<file path="config.mk">
export PLATFORM = sky130hd
export DESIGN_NAME = irq_redir_regs
export DESIGN_NICKNAME = d
export VERILOG_FILES = /design/src/rtl/irq_redir_regs.sv
export SDC_FILE = /design/constraint.sdc
export NUM_CORES = 2
export LEC_CHECK = 0
export ABC_AREA = 1
export CAP_MARGIN = 0
export CORE_AREA = 2 2 633 635
export CTS_CLUSTER_SIZE = 40
export DETAILED_ROUTE_END_ITERATION = 16
export DIE_AREA = 0 0 635 637
export DONT_BUFFER_PORTS = 1
export REMOVE_ABC_BUFFERS = 1
export SLEW_MARGIN = 10
export SYNTH_ARGS = -nofsm -noshare
export SYNTH_HDL_FRONTEND = slang
export SYNTH_SLANG_ARGS = --single-unit
</file>
<file path="constraint.sdc">
create_clock -name clk -period 3.45 [get_ports clk]
set_input_delay 0.69 -clock clk [delete_from_list [all_inputs] [get_ports clk]]
set_output_delay 0.69 -clock clk [all_outputs]
set_load 0.05 [all_outputs]
</file>
<file path="src/rtl/irq_redir_regs.sv">
module irq_redir_regs #(
  parameter int NUM_ENTRIES = 24,
  parameter int ADDR_W      = 12,
  parameter logic [7:0] VERSION = 8'h11
) (
  input  logic                      clk,
  input  logic                      rst_n,
  input  logic [ADDR_W-1:0]         bus_addr,
  input  logic                      bus_we,
  input  logic [31:0]               bus_wdata,
  input  logic                      bus_re,
  output logic [31:0]               bus_rdata,
  output logic [NUM_ENTRIES*64-1:0] table_o,
  output logic                      upd_o
);
  localparam int IW = (NUM_ENTRIES > 1) ? $clog2(NUM_ENTRIES) : 1;
  localparam logic [6:0]  NUM_L   = 7'(NUM_ENTRIES);
  localparam logic [7:0]  LAST_L  = 8'(NUM_ENTRIES - 1);
  localparam logic [63:0] ENT_RST = 64'h1 << 16;
  localparam logic [7:0]  OFS_SEL = 8'h00;
  localparam logic [7:0]  OFS_WIN = 8'h10;
  localparam logic [7:0]  TBL_LO  = 8'h10;

  logic [7:0]  sel_q, id_q;
  logic [63:0] ent_q [NUM_ENTRIES];
  logic [31:0] win_val;

  wire [7:0]    off     = bus_addr[7:0];
  wire          sel_hit = off == OFS_SEL;
  wire          win_hit = off == OFS_WIN;
  wire [7:0]    rel     = sel_q - TBL_LO;
  wire [6:0]    idx     = rel[7:1];
  wire [IW-1:0] idx_s   = idx[IW-1:0];
  wire          idx_ok  = (sel_q >= TBL_LO) && (idx < NUM_L);
  wire          ent_wr  = bus_we && win_hit && idx_ok;

  always_ff @(posedge clk or negedge rst_n) begin
    if (!rst_n) begin
      sel_q <= '0;
      id_q  <= '0;
      upd_o <= 1'b0;
    end else begin
      upd_o <= ent_wr;
      if (bus_we && sel_hit) sel_q <= bus_wdata[7:0];
      if (bus_we && win_hit && sel_q == 8'h00) id_q <= bus_wdata[31:24];
    end
  end

  always_ff @(posedge clk or negedge rst_n) begin
    if (!rst_n) begin
      for (int i = 0; i < NUM_ENTRIES; i++) ent_q[i] <= ENT_RST;
    end else if (ent_wr) begin
      for (int i = 0; i < NUM_ENTRIES; i++) begin
        if (idx == 7'(i)) begin
          if (sel_q[0]) ent_q[i][63:32] <= bus_wdata;
          else          ent_q[i][31:0]  <= bus_wdata;
        end
      end
    end
  end

  for (genvar g = 0; g < NUM_ENTRIES; g++) begin : g_out
    assign table_o[g*64 +: 64] = ent_q[g];
  end

  always_comb begin
    case (sel_q)
      8'h00:   win_val = {id_q, 24'h0};
      8'h01:   win_val = {8'h00, LAST_L, 8'h00, VERSION};
      default: win_val = !idx_ok ? 32'h0 :
                         (sel_q[0] ? ent_q[idx_s][63:32] : ent_q[idx_s][31:0]);
    endcase
  end

  always_ff @(posedge clk or negedge rst_n) begin
    if (!rst_n)      bus_rdata <= '0;
    else if (bus_re) bus_rdata <= sel_hit ? {24'h0, sel_q} : (win_hit ? win_val : 32'h0);
  end
endmodule

</file>
* Yosys cells after proc, flatten, opt, wreduce, memory -nomap -nowiden
Cells that the tools add are included.
** Word-level totals
- Logic and storage cells :: 147
- Bits of input ports :: 48
- Register bits :: 1585
** Operators by class
- Bitwise operators :: 2
- $lt $le $gt $ge :: 3
- Multiplexer cells :: 8
- Eq/ne operators :: 25
- Add/sub/neg operators :: 1
- Reductions and logical operators :: 56
** Operator list (count)
- $bmux 64 s5 :: 1
- $reduce_and 3->1 :: 48
- $mux 32 :: 4
- $mux 64 :: 2
- $pmux 32 s2 :: 1
- $eq 7x4->1 const B :: 8
- $eq 7x5->1 const B :: 8
- $eq 7x3->1 const B :: 4
- $logic_not 8->1 :: 2
- $eq 7x2->1 const B :: 2
- $eq 8x1->1 const B :: 1
- $eq 8x5->1 const B :: 1
- $ge 8x5->1 const B :: 1
- $sub 8x5->8 const B :: 1
- $eq 7x1->1 const B :: 1
- $logic_not 7->1 :: 1
- $lt 7x5->1 const B :: 1
- $ge 6x6->1 const B :: 1
- $not 5->6 :: 1
- $logic_and 1x1->1 :: 5
- $not 1->1 :: 1

* Longest topological paths before layout
- Depth after elaboration :: 10
- Mapped depth :: 17
- Gate-level depth less buffers :: 14

* Worst setup path after synthesis
OpenSTA, ideal clock, no wires.
- Path type :: input to register
- Start point :: input bus_addr[5]
- End point :: register ent_q (netlist bit table_o[79])
- Stages :: 10
- Setup slack :: 1.024 ns
- Arrival :: 2.289 ns
- Buffers on the path :: 2
- Data required time :: 3.313 ns
- Cells stage by stage :: nor3_1 nand4_1 inv_1 nand2_1 nor2_8 nand2_2 buf_6 nor2_4 clkbuf_1 a21oi_1
** On the way
- Word-level cells in the longest chain between the ends :: 4
** Ends and longest elaborated chain
- from (decl) :: RTL line 8 : input logic [ADDR_W-1:0] bus_addr,
- $eq 8x5->1 :: RTL line 30 : wire win_hit = off == OFS_WIN;
- $logic_and 1x1->1 (2 in series) :: RTL line 35 : wire ent_wr = bus_we && win_hit && idx_ok;
- net ent_wr :: RTL line 35
- $reduce_and 3->1 (no source line)
- to (signal, indexed assignment) :: RTL line 55 : if (sel_q[0]) ent_q[i][63:32] <= bus_wdata;
- to (signal, indexed assignment) :: RTL line 56 : else ent_q[i][31:0] <= bus_wdata;
- to (decl) :: RTL line 25 : logic [63:0] ent_q [NUM_ENTRIES];
The timed path passes the listed nets, and every way through them passes these cells.
A chain may end at the register's enable or synchronous reset.

* Final worst setup path
- Start point :: register sel_q[5]
- End point :: register ent_q (netlist bit table_o[816])
** On the way
- Word-level cells in the longest chain between the ends :: 5
- Elaborated cells between the ends (all ways) :: 7
- Those cells by class :: add/sub: 1; order compare: 2; eq/ne: 1; reduce/logical: 3
** Ends and longest elaborated chain
- from (decl) :: RTL line 24 : logic [7:0] sel_q, id_q;
- from (signal assigned) :: RTL line 44 : if (bus_we && sel_hit) sel_q <= bus_wdata[7:0];
- $sub 8x5->8 :: RTL line 31 : wire [7:0] rel = sel_q - TBL_LO;
- $lt 7x5->1 :: RTL line 34 : wire idx_ok = (sel_q >= TBL_LO) && (idx < NUM_L);
- $logic_and 1x1->1 :: RTL line 34
- $logic_and 1x1->1 :: RTL line 35
- $reduce_and 3->1 (no source line) *
Mark *: on every way between the ends. The rest lies on a longest branch, timed or not.

==> results.py <==
metrics = {
    "floorplan": {
        "coreArea_um2": 398000,
        "dieArea_um2": 404500,
        "std_cell_rows": 232,
        "die_w_um": 635,
        "io_pins": 1617,
        "die_h_um": 637,
        "initial_core_util_pct": 17.38,
    },
    "pwr": {
        "switching_power_mw": 11.65,
        "clkPwrFrac_pct": 50.4,
        "internal_power_mw": 31.79,
        "powerDensity_nw_per_um2": 506.3,
        "p_total_mw": 43.44,
        "seq_power_share_pct": 43.0,
        "swShare_pct": 26.81,
        "combPwrFrac_pct": 6.7,
        "p_leak_nw": 39.56,
        "ir_drop_v": 0.0003828,
    },
    "grt": {
        "grt_max_degree": 234,
        "grt_pass1_vias": 61070,
        "overflow": 0,
        "grt_usage_pct": 23.48,
        "antenna_found_initial": 44,
        "grt_pass1_wl_um": 634700,
    },
    "synthesis": {
        "synth.top_cell.area_share_pct": 56.49,
        "synthTopCellsByArea": "dfrtp_1 (56%), a21oi_1 (9.1%), nor2_1 (6.8%), nand2_1 (6.7%), o21ai_0 (4.8%)",
        "yosysSeqAreaShare_pct": 57.40,
        "synth_common_cells": "dfrtp_1 (1561), a21oi_1 (1253), nor2_1 (1246)",
        "synth_compound_area_share_pct": 20.32,
        "synth-edff-count": 0,
        "synthCells": 7992,
        "synth_seq_cells": 1585,
        "synth_top_area_cell": "dfrtp_1",
        "syn_avg_cell_area_um2": 8.653,
        "synth_cell_types": 34,
        "yosysMostFrequentCell": "dfrtp_1",
        "ys_async_sr_fraction_pct": 100.0,
        "yosys_warnings": 0,
        "synthAdderAreaFrac_pct": 0.03619,
        "muxShareOfSynthArea_pct": 0,
        "synth_ff_type": "dfrtp_1",
        "yosys.area_share.simple_pct": 15.51,
        "synth-xor-area-share_pct": 0.01267,
        "syn_area_um2": 69150,
        "synth_top_family_by_area": "compound AO/OA/AOI/OAI gates",
    },
    "sta": {
        "finClkSkew_ns": 0.04994,
        "setup_ws_ns": 0.2144,
        "maxSlewHeadroom_pct": 7.780,
        "whs_ns": -0.4979,
        "fin_crit_sh_pct": 93.79,
        "finalHoldViolations": 186,
        "drv_slew": 0,
        "fin_tns_setup_ns": 0,
        "fin_crit_ns": 3.236,
        "setup_viol_count_final": 0,
        "max_freq_mhz": 309.1,
        "tightest_slew_ns": 1.383,
        "rsz0062_at_grt": "no",
    },
    "cells_and_area": {
        "multi_input_area_um2": 24970,
        "post-route-util_pct": 21.56,
        "drive_gt1_share_pct": 11.60,
        "n_fill_cell": 43374,
        "fin_cells": 13501,
        "final_nets": 8092,
        "areaGrowthSynthToFinish_pct": 24.07,
        "register_area_um2": 39700,
    },
    "flow_run": {
        "maxCapViolCount": 0,
    },
    "clock_network": {
        "post_cts_buffers": 0,
        "h-tree-depth": 4,
        "cts_sinks": 1585,
        "clkLatencyLatePin_ns": 0.91,
        "cts_tree": "done",
        "clkTransAtPathRegs_ns": 0.06,
        "cts_buffers": 195,
        "root_buffer": "clkbuf_16",
        "cts_max_path_buffers": 4,
    },
    "setup_path": {
        "critPathMaxFanout": 32,
        "arrival_ns": 4.05,
        "cp_slowest_cell": "dlygate4sd3_1",
        "crit_path_end_kind": "flip-flop",
        "crit_required_ns": 4.27,
        "crit_buf_inv": 5,
        "start_kind": "flip-flop",
        "path_cells": "inv_1, ha_4, inv_8, nor3_4, inv_2, nor2_4, nand2_2, nor2_4, buf_12, nand2_1, dlygate4sd3_1, o21ai_0",
        "cp_top_family": "buffers and inverters",
        "critPathKind": "flip-flop to flip-flop",
        "cp_common_cell": "nor2_4",
        "max_stage_delay_ns": 0.56,
    },
    "placement": {
        "dpl.cell_count": 13067,
        "portBuffers": 0,
        "hpwl_um": 364300,
        "routabilityCongestion": 0.9367,
        "dp_slack_ns": -0.2223,
    },
    "drt": {
        "vias": 65948,
        "drt_wl_total_um": 495300,
        "wire_per_inst_um": 36.69,
        "ant_nets": 0,
        "drt_iter0_markers": 8512,
        "vias_per_cell": 4.885,
        "drcViolationCount": 0,
        "dr.pass1.iters": 7,
    },
    "outcome": {
        "status": "finished, violations left",
        "violations": "negative hold slack",
    },
    "worst_hold_path": {
        "hp-class": "input port to asynchronous set/reset pin",
    },
}
[power groups by stage]
stage	logic [mW]	registers [mW]	clock network [mW]
4_1_cts	2.89	18.7	22.2
6_report	2.89	18.7	21.9
3_5_place_dp	2.69	19.0	0
3_3_place_gp	2.69	19.0	0
5_1_grt	3.03	18.7	22.8
2_1_floorplan	0.862	19.0	0
[worst register-to-register path, cell delays in order, from the launching register on]
cell	delay (ns)
dfrtp_1	0.41
inv_1	0.11
ha_4	0.33
inv_8	0.11
nor3_4	0.54
inv_2	0.14
nor2_4	0.21
nand2_2	0.12
nor2_4	0.18
buf_12	0.25
nand2_1	0.15
dlygate4sd3_1	0.56
o21ai_0	0.07
[final timing paths]
check                               from            to  slack, ns  cells past startpoint
setup / recovery                sel_q[5]  table_o[816]       0.21                     12
hold / removal                     rst_n  table_o[228]      -0.50                      0
setup reg to reg                sel_q[5]  table_o[816]       0.21                     12
hold reg to reg                  id_q[3]       id_q[3]       0.49                      2
max in group asynchronous          rst_n  table_o[962]       0.62                      4
min in group clk           bus_wdata[29]  table_o[509]       0.11                      3
[state kept, by name, indices dropped and copies added (netlist names)]
name	flops
table_o	1536
sel_q	8
bus_rdata	32
upd_o	1
id_q	8
[layout by cell type, fill, tap and decap left out, drive strengths merged]
master	n
dfrtp	1561
o21ai	714
dlygate4sd3	28
inv	468
nand3b	6
ha	2
a22oi	276
dfstp	24
clkbuf	275
nor2	1296
buf	500
nand3	98
bufinv	14
nand2	1254
and3	7
o22ai	303
nor3b	1
nor3	4
diode	37
nand4	19
or2	1
xor2	1
a21oi	1253
clkinvlp	10
clkinv	57
o221ai	27
[logic make-up after synthesis]
kind of cell             after synthesis
AO/OA/AOI/OAI                       2573
XOR/XNOR                               1
adder cells (fa/ha/maj)                2
buffers and inverters               1145
flip-flops                          1585
AND/OR/NAND/NOR                     2686
[stage by stage]
| step | hold WS [ns] | area [µm²] |
|---|---|---|
| after global routing | -0.5838 | 85740 |
| final | -0.4979 | 85800 |
| after detailed placement | 0.3976 | 78440 |
| after CTS | -0.6163 | 85610 |
| after global placement | 0.3976 | 78440 |
| after floorplan | 0.3944 | 66260 |
[repair_timing]
item	in CTS	in global routing
endpoints found under the setup margin	1	2
resized for setup	2	2
hold buffers	40	1
pin swaps	0	0
hold endpoints to repair	1007	173
[per-layer routing]
metal / vias up / share of wire, % / GRT usage (%) / routed length (µm)
li1: 26879 / - / - / -
met1: 32633 / 37 / 27.61 / 183400
met2: 5165 / 44 / 36.14 / 216600
met3: 1263 / 12 / 8.893 / 57760
met4: 8 / 7.6 / 14.42 / 37540
met5: - / 0.017 / 0.08271 / 82
[area by class of cell]
cell class                 count  share of cell area [%]
antenna                       37                  0.1079
clock buffer                 275                   6.615
clock inverter                79                   1.130
inverter                     470                   2.088
multi-input combinational   5262                   29.10
sequential                  1585                   46.28
tap                         5265                   7.678
timing repair buffer         528                   7.003
Power figures use the tool's default switching activity.
